[src/rtl/tmr_evout_pkg.sv]
package tmr_evout_pkg;

    typedef enum logic [1:0] {
        CYC_AT_BEGIN  = 2'd0,
        CYC_AT_END    = 2'd1,
        CYC_AT_SEAM   = 2'd2,
        CYC_AT_EDGES  = 2'd3
    } cyc_sel_e;

    typedef struct packed {
        cyc_sel_e sel;
        logic     cyc_en;
        logic     rtg_en;
        logic     ovf_en;
    } misc_cfg_t;

    function automatic int ctrl_width(input int nch);
        return nch + 5;
    endfunction

    function automatic int ovf_bit(input int nch);
        return nch;
    endfunction

    function automatic int rtg_bit(input int nch);
        return nch + 1;
    endfunction

    function automatic int cyc_bit(input int nch);
        return nch + 2;
    endfunction

    function automatic int sel_lsb(input int nch);
        return nch + 3;
    endfunction

endpackage

[src/rtl/tmr_evout_cfg.sv]
module tmr_evout_cfg
    import tmr_evout_pkg::*;
#(
    parameter int NUM_CH = 6,
    localparam int CW = ctrl_width(NUM_CH)
) (
    input  logic              clk,
    input  logic              rst,
    input  logic              wr,
    input  logic [CW-1:0]     wdata,
    input  logic              run_en,
    output logic [CW-1:0]     word,
    output logic [NUM_CH-1:0] ch_en,
    output misc_cfg_t         misc
);

    localparam int OVF = ovf_bit(NUM_CH);
    localparam int RTG = rtg_bit(NUM_CH);
    localparam int CYC = cyc_bit(NUM_CH);
    localparam int SEL = sel_lsb(NUM_CH);

    logic [CW-1:0] cfg_q;
    logic          load;

    // A load is accepted only while the timer is stopped.
    assign load = wr & ~run_en;

    always_ff @(posedge clk) begin
        if (rst) begin
            cfg_q <= '0;
        end else if (load) begin
            cfg_q <= wdata;
        end
    end

    assign word       = cfg_q;
    assign ch_en      = cfg_q[NUM_CH-1:0];
    assign misc.ovf_en = cfg_q[OVF];
    assign misc.rtg_en = cfg_q[RTG];
    assign misc.cyc_en = cfg_q[CYC];
    assign misc.sel    = cyc_sel_e'(cfg_q[SEL+1:SEL]);

endmodule

[src/rtl/tmr_evout_cycle.sv]
module tmr_evout_cycle
    import tmr_evout_pkg::*;
(
    input  logic     clk,
    input  logic     rst,
    input  cyc_sel_e sel,
    input  logic     begin_s,
    input  logic     end_s,
    input  logic     last_s,
    output logic     fire
);

    logic in_run_q;
    logic final_end;
    logic in_run_eff;
    logic opening;

    assign final_end  = end_s & last_s;
    // A final end in this clock closes the run before a same-clock begin is judged.
    assign in_run_eff = in_run_q & ~final_end;
    assign opening    = begin_s & ~in_run_eff;

    always_ff @(posedge clk) begin
        if (rst) begin
            in_run_q <= 1'b0;
        end else if (begin_s) begin
            in_run_q <= 1'b1;
        end else if (final_end) begin
            in_run_q <= 1'b0;
        end
    end

    always_comb begin
        unique case (sel)
            CYC_AT_BEGIN: fire = begin_s;
            CYC_AT_END:   fire = end_s;
            CYC_AT_SEAM:  fire = end_s & begin_s;
            CYC_AT_EDGES: fire = opening | final_end;
            default:      fire = 1'b0;
        endcase
    end

endmodule

[src/rtl/tmr_evout_pulse.sv]
module tmr_evout_pulse #(
    parameter int W = 1
) (
    input  logic         clk,
    input  logic         rst,
    input  logic [W-1:0] en,
    input  logic [W-1:0] trig,
    output logic [W-1:0] q
);

    for (genvar i = 0; i < W; i++) begin : g_bit
        always_ff @(posedge clk) begin
            if (rst) begin
                q[i] <= 1'b0;
            end else begin
                q[i] <= en[i] & trig[i];
            end
        end
    end

endmodule

[src/rtl/tmr_evout_gen.sv]
module tmr_evout_gen
    import tmr_evout_pkg::*;
#(
    parameter int NUM_CH = 6,
    localparam int CW = ctrl_width(NUM_CH)
) (
    input  logic              clk,
    input  logic              rst,
    input  logic              ctrl_wr,
    input  logic [CW-1:0]     ctrl_wdata,
    input  logic              run_en,
    input  logic              stb_begin,
    input  logic              stb_end,
    input  logic              stb_retrig,
    input  logic              stb_top,
    input  logic              stb_zero,
    input  logic              last_cycle,
    input  logic [NUM_CH-1:0] stb_hit,
    output logic              ev_ovf,
    output logic              ev_retrig,
    output logic              ev_cycle,
    output logic [NUM_CH-1:0] ev_ch
);

    logic [CW-1:0]     cfg_word;
    logic [NUM_CH-1:0] ch_en;
    misc_cfg_t         misc;
    logic              cyc_fire;
    logic [2:0]        misc_en;
    logic [2:0]        misc_trig;
    logic [2:0]        misc_q;

    tmr_evout_cfg #(.NUM_CH(NUM_CH)) u_cfg (
        .clk    (clk),
        .rst    (rst),
        .wr     (ctrl_wr),
        .wdata  (ctrl_wdata),
        .run_en (run_en),
        .word   (cfg_word),
        .ch_en  (ch_en),
        .misc   (misc)
    );

    tmr_evout_cycle u_cycle (
        .clk     (clk),
        .rst     (rst),
        .sel     (misc.sel),
        .begin_s (stb_begin),
        .end_s   (stb_end),
        .last_s  (last_cycle),
        .fire    (cyc_fire)
    );

    tmr_evout_pulse #(.W(NUM_CH)) u_ch_pulse (
        .clk  (clk),
        .rst  (rst),
        .en   (ch_en),
        .trig (stb_hit),
        .q    (ev_ch)
    );

    assign misc_en   = {misc.cyc_en, misc.rtg_en, misc.ovf_en};
    assign misc_trig = {cyc_fire, stb_retrig, stb_top | stb_zero};

    tmr_evout_pulse #(.W(3)) u_misc_pulse (
        .clk  (clk),
        .rst  (rst),
        .en   (misc_en),
        .trig (misc_trig),
        .q    (misc_q)
    );

    assign ev_ovf    = misc_q[0];
    assign ev_retrig = misc_q[1];
    assign ev_cycle  = misc_q[2];

endmodule

[config.mk]
export PLATFORM = sky130hd
export DESIGN_NAME = tmr_evout_gen
export DESIGN_NICKNAME = d
export VERILOG_FILES = /design/src/rtl/tmr_evout_pkg.sv /design/src/rtl/tmr_evout_cfg.sv /design/src/rtl/tmr_evout_cycle.sv /design/src/rtl/tmr_evout_pulse.sv /design/src/rtl/tmr_evout_gen.sv
export SDC_FILE = /design/constraint.sdc
export NUM_CORES = 1
export LEC_CHECK = 0
export BUFFER_PORTS_ARGS = -buffer_cell sky130_fd_sc_hd__buf_2
export CAP_MARGIN = 20
export CORE_MARGIN = 2
export CORE_UTILIZATION = 50
export CTS_CLUSTER_SIZE = 25
export DETAILED_ROUTE_END_ITERATION = 12
export GPL_TIMING_DRIVEN = 0
export HOLD_SLACK_MARGIN = 0.08
export PLACE_DENSITY_LB_ADDON = 0.25
export SLEW_MARGIN = 20
export SYNTH_ARGS = -nofsm -noshare
export SYNTH_HDL_FRONTEND = slang
export SYNTH_HIERARCHICAL = 1
export SYNTH_SLANG_ARGS = --single-unit
[constraint.sdc]
create_clock -name clk -period 1.7 [get_ports clk]
set_input_delay 0.255 -clock clk [delete_from_list [all_inputs] [get_ports clk]]
set_output_delay 0.255 -clock clk [all_outputs]
set_load 0.01 [all_outputs]
# After elaboration in Yosys (flattened, before gate mapping)
# Cells that the tools add are included.
# Widths: inputs -> output; s select.
# word_totals
reg_bits	21
input_bits	27
output_inout_bits	9
# classes
n_bitwise	19
n_mux	3
reduce_logical	2
n_eq_ne	3
# op_table
cell	count
$and 1x1->1	14
$eq 2x2->1 const B	2
$pmux 1 s4	1
$not 1->1	3
$eq 2x1->1 const B	1
$logic_not 2->1	1
$mux 1	2
$or 1x1->1	2
$reduce_bool 2->1	1

# Longest topological paths before layout
# Gate-level depths: netlist (run 1).
# depth
word_depth	8
mapped_depth	4
depth_no_buf	4

# By module
# Netlist (run 1), hierarchy kept.
# by_module_without_submodules
module	area_each_um2	cells_per_inst	n_inst
tmr_evout_cfg	590.6	61	1
tmr_evout_pulse at u_ch_pulse	172.7	12	1
tmr_evout_pulse at u_misc_pulse	86.3	6	1
tmr_evout_cycle	73.8	11	1
tmr_evout_gen	6.3	1	1

# Worst setup path after synthesis (run 1)
# OpenSTA, ideal clock, no wires.
# synth_timing
path_kind	reg2reg
from	register u_cfg.cfg_q[9], in the netlist u_cfg/word[9]
to	register u_misc_pulse.q[2]
period_less_slack_ns	1.048
stages_incl_launch_ff	5
slack_ns	0.652
required_time_ns	1.584
t_arrival_ns	0.932
path_cell_list	dfxtp_1 mux2i_1 o21ai_1 a21o_1 and3b_1
# synth_between
elab_chain_cells	3
word_cells_on_any_way	6
cone_classes	3 x eq/ne; 1 x mux; 1 x bitwise; 1 x reduce/logical
# synth_rtl
element	line	text
from (decl)	tmr_evout_cfg.sv:22	logic [CW-1:0] cfg_q;
from (signal assigned)	tmr_evout_cfg.sv:32	cfg_q <= wdata;
$eq 2x2->1 (tied with other cells)	tmr_evout_cycle.sv:34	unique case (sel)
$pmux 1 s4 *	tmr_evout_cycle.sv:34	
via cyc_fire	tmr_evout_gen.sv:28	logic cyc_fire;
$and 1x1->1 *	tmr_evout_pulse.sv:16	q[i] <= en[i] & trig[i];
to (signal, indexed assignment)	tmr_evout_pulse.sv:16	
to (decl)	tmr_evout_pulse.sv:8	output logic [W-1:0] q
# Mark *: on every way through the listed nets, which the timed path passes. The rest lies on a longest branch.
# A chain may end at the register's enable or synchronous reset.

# Worst setup path in the final report (run 1)
# Ends and elaborated chain as after synthesis.

==> flow_summary.ini, run 1 <==
[status]
run_status = finished, final reports clean

[clock_network]
h-tree-depth = 1
tritoncts = done
ctsLongestPathBuffers = 2
post_cts.repair.setup_buffers = 0
cts.sinks = 21
clockRootBuffer = sky130_fd_sc_hd__clkbuf_4
cts_buffers = 3
ctsHoldBuffers = 0
worst_setup_hold_path_clk_slew_ns = 0.11
insertion_delay_ns = 0.28
cts_repair_resize_count = 0

[global_route]
grt-ovfl-total = 0
grt_start_max_net_pins = 15
grt_pass1_vias = 723
grt_usage = 0.203
grt_first_pass_wirelength_mm = 2.97
grt_antenna_before_repair = 0

[timing]
rsz_0062_raised_after_global_routing = no
fin_crit_ns = 1.10
setup_violations = 0
timing.final.max_slew_violations = 0
layout_worst_path_cycle_share = 0.649
tightestPinTransition_ns = 0.201
hold_ws_ns = 0.205
final.setup_skew_ns = 0.00330
maxClockFrequency_mhz = 906
finalSetupTns_ns = 0
timing.final.hold_violations = 0
timing.slew.headroom = 0.866

[pwr]
power.static_leakage_nw = 0.512
power_density_nw_per_um2 = 793
ir_worst_vdd_uv = 504

[routing]
vias = 708
ant_nets = 0
drc = 0
routed_wire_length_per_instance_um = 12.8
total_wire_length_mm = 1.72
firstDrtPassIters = 1
drt-initial-drc-count = 0
route.detailed.vias_per_inst = 5.24

[worst_setup_path]
critical_path_peak_fanout = 5
crit_required_ns = 1.89
critical-path-top-delay-family = flip-flops
crit_path_end_kind = flop
critPathMaxStageDelay_ns = 0.42
timing.critical_path.cells = mux2i_1, o21ai_1, a21o_1, and3b_1
crit_buf_inv = 0
worstSetupPathType = flop to flop
worst_ep_arrival_time_ns = 1.29
worst_path_max_delay_cell = sky130_fd_sc_hd__dfxtp_1
critical_path.startpoint_type = flop

[finish]
finalInstanceArea_um2 = 1070
layout_commonest_cell = sky130_fd_sc_hd__buf_2
fillCellCount = 125
num-nets-final = 147
area_growth_pct = 26.1
drive_above_1_share = 0.370
antenna_cells = 0
layout.cells.most_common_list = 39 x sky130_fd_sc_hd__buf_2, 21 x sky130_fd_sc_hd__dfxtp_1, 12 x sky130_fd_sc_hd__o21ai_1

[die]
die_area_um2 = 2040
start_util = 0.550
die_height_um = 45.2
pin_count = 36
rows = 14
core-area_um2 = 1540
die-width_um = 45.2

[placement]
number_of_input_and_output_port_buffers_inserted = 35
postPlaceCellArea_um2 = 1040
dpl_hpwl_mm = 1.31
place.gp.congestion = 0.745

[synthesis]
avgSynthCellArea_um2 = 10.6
synthesis.area_um2 = 847
yosysWarnings = 6
synth_fp_nets = 107
mapped_cells = 80

[run]
maxCapViolCount = 0

[worst_hold_path]
worstHoldPathType = input port to flop
where the power goes:
part	total, W	switching (W)	leakage, nW	internal [W]
clock network	0.000225	0.000134	0.0150	0.0000909
logic	0.000103	0.0000446	0.326	0.0000586
registers	0.000519	0.00000893	0.171	0.000510
total	0.000847	0.000188	0.512	0.000660
state kept, by name, indices dropped and copies added, names as in the netlist:
| name | flops |
|---|---|
| u_cycle/in_run_q | 1 |
| u_misc_pulse/q | 3 |
| u_cfg/word | 11 |
| u_ch_pulse/q | 6 |
per-layer routing:
layer	vias to the layer above	global-route usage	wire length, um
met2	21	0.383	899
li1	365	-	-
met3	2	0.0400	94
met1	320	0.222	719
met5	-	0	0
met4	0	0.0706	9
cell type report:
class                      count  area (um2)  area share
buffer                         5        31.3      0.0293
clock buffer                   4        26.3      0.0246
inverter                       1        3.75     0.00351
multi-input combinational     53         392       0.367
sequential                    21         420       0.393
tap                           16        20.0      0.0187
timing repair buffer          35         175       0.164
worst reg2reg max path, stage by stage, from the launching register on:
cell,delay [ns]
sky130_fd_sc_hd__dfxtp_1,0.42
sky130_fd_sc_hd__mux2i_1,0.20
sky130_fd_sc_hd__o21ai_1,0.07
sky130_fd_sc_hd__a21o_1,0.15
sky130_fd_sc_hd__and3b_1,0.16
through the flow:
step,power (W),std cells,utilization,worst slack [ns]
5_1_grt,0.000893,135,0.693,0.544
4_1_cts,0.000858,135,0.693,0.585
3_5_place_dp,0.000634,131,0.676,0.601
3_3_place_gp,0.000629,131,0.676,0.625
6_report,0.000847,135,0.693,0.596
2_1_floorplan,0.000583,80,-,0.673
worst paths after layout:
check	start	end	slack [ns]	cells after the start
max reg2reg	u_cfg/word[9]$_SDFFE_PP0P_	u_misc_pulse/q[2]$_SDFF_PP0_	0.60	4
min	stb_hit[5]	u_ch_pulse/q[5]$_SDFF_PP0_	0.21	2
max	u_cfg/word[9]$_SDFFE_PP0P_	u_misc_pulse/q[2]$_SDFF_PP0_	0.60	4
min reg2reg	u_cfg/word[1]$_SDFFE_PP0P_	u_cfg/word[1]$_SDFFE_PP0P_	0.47	2
Note: power is estimated with default switching activity, not from simulation.
==> inputs of run 2 (changes only) <==
Settings changed: CORE_UTILIZATION 50 to 42.
Clock period 1.7 ns to 1.01 ns, I/O delays scaled along.
==> flow_summary.ini, run 2 (synthesized netlist as in run 1, its figures left out) <==
[finish]
antenna_cells = 0
drive_above_1_share = 0.373
num-nets-final = 154
layout.cells.most_common_list = 39 x sky130_fd_sc_hd__buf_2, 20 x sky130_fd_sc_hd__dfxtp_1, 12 x sky130_fd_sc_hd__o21ai_1
finalInstanceArea_um2 = 1150
area_growth_pct = 36.3
number_of_flip_flops_in_the_largest_register = 11
layout_commonest_cell = sky130_fd_sc_hd__buf_2
layoutNonFillerInstCount = 153

[clock_network]
tritoncts = done
h-tree-depth = 1
worst_setup_hold_path_clk_slew_ns = 0.11
cts.sinks = 21
clockRootBuffer = sky130_fd_sc_hd__clkbuf_4
ctsLongestPathBuffers = 2
insertion_delay_ns = 0.30
cts_buffers = 3

[global_route]
grt_first_pass_wirelength_mm = 3.04
grt_start_max_net_pins = 15
grt_usage = 0.163
grt_pass1_vias = 737
grt_antenna_before_repair = 0
grt-ovfl-total = 0

[routing]
drt-initial-drc-count = 6
ant_nets = 0
total_wire_length_mm = 1.78
routed_wire_length_per_instance_um = 11.6
firstDrtPassIters = 4
vias = 733
drc = 0
route.detailed.vias_per_inst = 4.79

[die]
die_height_um = 48.9
die_area_um2 = 2390
die-width_um = 48.9
core-area_um2 = 1920
start_util = 0.441
rows = 16
pin_count = 36

[timing]
hold_ws_ns = 0.0872
timing.slew.headroom = 0.862
finalSetupTns_ns = -0.00166
final.setup_skew_ns = 0.00353
timing.final.hold_violations = 0
tightestPinTransition_ns = 0.208
fin_crit_ns = 1.01
rsz_0062_raised_after_global_routing = yes
timing.final.max_slew_violations = 0
post-route-worst-setup-slack_ns = -0.00166
setup_violations = 1
maxClockFrequency_mhz = 988
layout_worst_path_cycle_share = 1.00

[placement]
dpl_hpwl_mm = 1.24
place.gp.congestion = 0.666
post-place-ws_ns = -0.0230
postPlaceCellArea_um2 = 1060
number_of_input_and_output_port_buffers_inserted = 35
placedCellCount = 142

[pwr]
power_density_nw_per_um2 = 1260
power.static_leakage_nw = 0.546
ir_worst_vdd_uv = 875

[status]
failing_checks = negative setup slack
run_status = finished, violations left

[worst_setup_path]
critical_path_peak_fanout = 4
worst_ep_arrival_time_ns = 1.22
crit_path_end_kind = flop
worstSetupPathType = flop to flop
critPathMaxStageDelay_ns = 0.38
critical_path.startpoint_type = flop
timing.critical_path.cells = mux2i_1, o21ai_1, a21o_1, and3b_1
crit_required_ns = 1.22
worst_path_max_delay_cell = sky130_fd_sc_hd__dfxtp_4
critical-path-top-delay-family = flip-flops
crit_buf_inv = 0

[run]
maxCapViolCount = 0

[worst_hold_path]
worstHoldPathType = input port to flop
run 2: worst register-to-register path: stages, from the launching register on:
cell and delay, ns:
sky130_fd_sc_hd__dfxtp_4 0.38, sky130_fd_sc_hd__mux2i_1 0.19, sky130_fd_sc_hd__o21ai_1 0.07, sky130_fd_sc_hd__a21o_1 0.14, sky130_fd_sc_hd__and3b_1 0.14
run 2: power by group:
group | switching [W] | internal (W)
Clock | 0.000247 | 0.000148
Sequential | 0.0000144 | 0.000857
Combinational | 0.0000770 | 0.000116
Total | 0.000338 | 0.00112
run 2: final timing paths:
path | to | from | cells past startpoint | slack (ns)
max | u_misc_pulse/q[2]$_SDFF_PP0_ | u_cfg/word[9]$_SDFFE_PP0P_ | 4 | -0.002
min | u_cycle/in_run_q$_SDFFE_PP0P_ | stb_begin | 3 | 0.09
max reg2reg | u_misc_pulse/q[2]$_SDFF_PP0_ | u_cfg/word[9]$_SDFFE_PP0P_ | 4 | -0.002
min reg2reg | u_cfg/word[3]$_SDFFE_PP0P_ | u_cfg/word[3]$_SDFFE_PP0P_ | 2 | 0.47
run 2: routing by layer:
metal  share of wire  routed length [um]  global-route usage
met1            0.45                 794               0.183
met2            0.49                 867               0.290
met3           0.047                  83              0.0307
met4           0.020                  36              0.0857
met5               0                   0                   0
run 2: per-stage QoR:
stage / total power (W) / util
floorplan: 0.000982 / -
global route: 0.00155 / 0.601
CTS: 0.00148 / 0.594
finish: 0.00146 / 0.601
global placement: 0.00106 / 0.550
detailed placement: 0.00107 / 0.550
run 2: cell type report:
type                            instances  area [um2]
Sequential cell                        21         424
Buffer                                  5        31.3
Fill cell                             184         767
Clock inverter                          1        5.00
Tap cell                               27        33.8
Timing Repair Buffer                   42         243
Inverter                                1        3.75
Clock buffer                            3        22.5
Multi-Input combinational cell         53         392
run 2: timing repair:
action                                 4_1_cts  5_1_grt
endpoints found under the hold margin        5        1
pin swaps                                    2        1
setup endpoints to repair                    1        1
resized for setup                            0        1
setup buffers                                1        0
hold buffers                                 5        1
==> inputs of run 3 (changes only) <==
Settings changed: CORE_MARGIN 2 to 3.
==> flow_summary.ini, run 3 (synthesized netlist as in run 1, its figures left out) <==
[finish]
fillCellCount = 173
drive_above_1_share = 0.368
antenna_cells = 0
layout_commonest_cell = sky130_fd_sc_hd__buf_2
register_area_um2 = 424
multi_input_area_um2 = 392
num-nets-final = 153
layout.cells.most_common_list = 39 x sky130_fd_sc_hd__buf_2, 20 x sky130_fd_sc_hd__dfxtp_1, 12 x sky130_fd_sc_hd__o21ai_1
number_of_flip_flops_in_the_largest_register = 11
layoutNonFillerInstCount = 150
area_growth_pct = 35.2
finalInstanceArea_um2 = 1140

[global_route]
grt_start_max_net_pins = 15
grt_first_pass_wirelength_mm = 3.25
met1_usage = 0.195
grt_pass1_vias = 791
grtUsageMet3 = 0.0292
grt-ovfl-total = 0
grtUsageMet2 = 0.285
grt_most_used_layer = met2
grt_usage = 0.169
grt_antenna_before_repair = 0

[die]
die_height_um = 50.9
die-width_um = 50.9
die_area_um2 = 2590
rows = 15
core-area_um2 = 1820
start_util = 0.465
pin_count = 36

[timing]
final.setup_skew_ns = 0.00544
fin_crit_ns = 1.02
maxClockFrequency_mhz = 983
setup_violations = 1
timing.final.hold_violations = 0
timing.final.max_slew_violations = 0
timing.slew.headroom = 0.857
post-route-worst-setup-slack_ns = -0.00713
layout_worst_path_cycle_share = 1.01
rsz_0062_raised_after_global_routing = yes
tightestPinTransition_ns = 0.215

[worst_setup_path]
worstSetupPathType = flop to flop
crit_required_ns = 1.23
critical_path_peak_fanout = 5
timing.critical_path.cells = mux2i_1, o21ai_1, a21o_1, and3b_1
minimum_setup_slack_among_reg_to_reg_paths_ns = -0.007
worst_path_max_delay_cell = sky130_fd_sc_hd__dfxtp_4
critical_path.startpoint_type = flop
critPathMaxStageDelay_ns = 0.39
worst_ep_arrival_time_ns = 1.23
crit_path_end_kind = flop

[placement]
postPlaceCellArea_um2 = 1050
dpl_hpwl_mm = 1.32
number_of_input_and_output_port_buffers_inserted = 35
place.gp.congestion = 0.719
placedCellCount = 140
post-place-ws_ns = -0.0219

[routing]
firstDrtPassIters = 4
ant_nets = 0
total_wire_length_mm = 1.84
drt-initial-drc-count = 8
drc = 0
routed_wire_length_per_instance_um = 12.2
vias = 764
route.detailed.vias_per_inst = 5.09

[clock_network]
h-tree-depth = 1
ctsLongestPathBuffers = 2
insertion_delay_ns = 0.30
cts.sinks = 21
cts_buffers = 3
tritoncts = done
worst_setup_hold_path_clk_slew_ns = 0.12
clockRootBuffer = sky130_fd_sc_hd__clkbuf_4

[pwr]
power.static_leakage_nw = 0.540
ir_worst_vdd_uv = 838
power_density_nw_per_um2 = 1280

[status]
run_status = finished, violations left
failing_checks = negative setup slack

[run]
maxCapViolCount = 0

[worst_hold_path]
worstHoldPathType = input port to flop
run 3: path summary, 6_finish.rpt:
kind,startpoint,endpoint,depth (start not counted)
worst max-delay path,u_cfg/word[9]$_SDFFE_PP0P_,u_misc_pulse/q[2]$_SDFF_PP0_,4
worst min-delay path,stb_hit[5],u_ch_pulse/q[5]$_SDFF_PP0_,2
worst max register to register,u_cfg/word[9]$_SDFFE_PP0P_,u_misc_pulse/q[2]$_SDFF_PP0_,4
worst min register to register,u_cfg/word[4]$_SDFFE_PP0P_,u_cfg/word[4]$_SDFFE_PP0P_,2
run 3: worst max-delay path, delay by kind of cell, from the launching register on:
family | cells | cell delay, ns
AOI/OAI and AO/OA | 2 | 0.21
DFF | 1 | 0.39
muxes | 1 | 0.18
and+or+nand+nor | 1 | 0.15
run 3: final cells by class:
class / instances / share of cell area
buffer: 5 / 0.0273
multi-input combinational: 53 / 0.342
tap: 25 / 0.0273
timing repair buffer: 41 / 0.205
inverter: 1 / 0.00328
clock inverter: 1 / 0.00437
sequential: 21 / 0.370
clock buffer: 3 / 0.0197
run 3: power by group:
| group | switching (W) | leakage, nW | total [W] | internal (W) |
|---|---|---|---|---|
| Combinational | 0.0000781 | 0.351 | 0.000192 | 0.000114 |
| Sequential | 0.0000141 | 0.172 | 0.000872 | 0.000858 |
| Clock | 0.000258 | 0.0177 | 0.000405 | 0.000148 |
| Total | 0.000350 | 0.540 | 0.00147 | 0.00112 |
run 3: metal layers:
| layer | share of wire | wire [um] |
|---|---|---|
| met1 | 0.44 | 801 |
| met2 | 0.48 | 881 |
| met3 | 0.064 | 118 |
| met4 | 0.019 | 34 |
| met5 | 0 | 0 |
run 3: timing repair:
action	CTS	global route
cloned	0	0
setup buffers	0	0
pin swaps	2	1
hold endpoints to repair	6	0
resized for setup	1	0
hold buffers	6	0
setup endpoints to repair	1	1
run 3: stage by stage:
stage | total power, W | hold WS [ns] | utilization | TNS, ns
5_1_grt | 0.00155 | 0.0801 | 0.629 | -0.0721
2_1_floorplan | 0.000982 | 0.224 | - | 0
3_5_place_dp | 0.00107 | 0.394 | 0.579 | -0.0219
6_report | 0.00147 | 0.0905 | 0.629 | -0.00713
4_1_cts | 0.00149 | 0.0828 | 0.629 | -0.0268
3_3_place_gp | 0.00106 | 0.389 | 0.579 | -0.00831
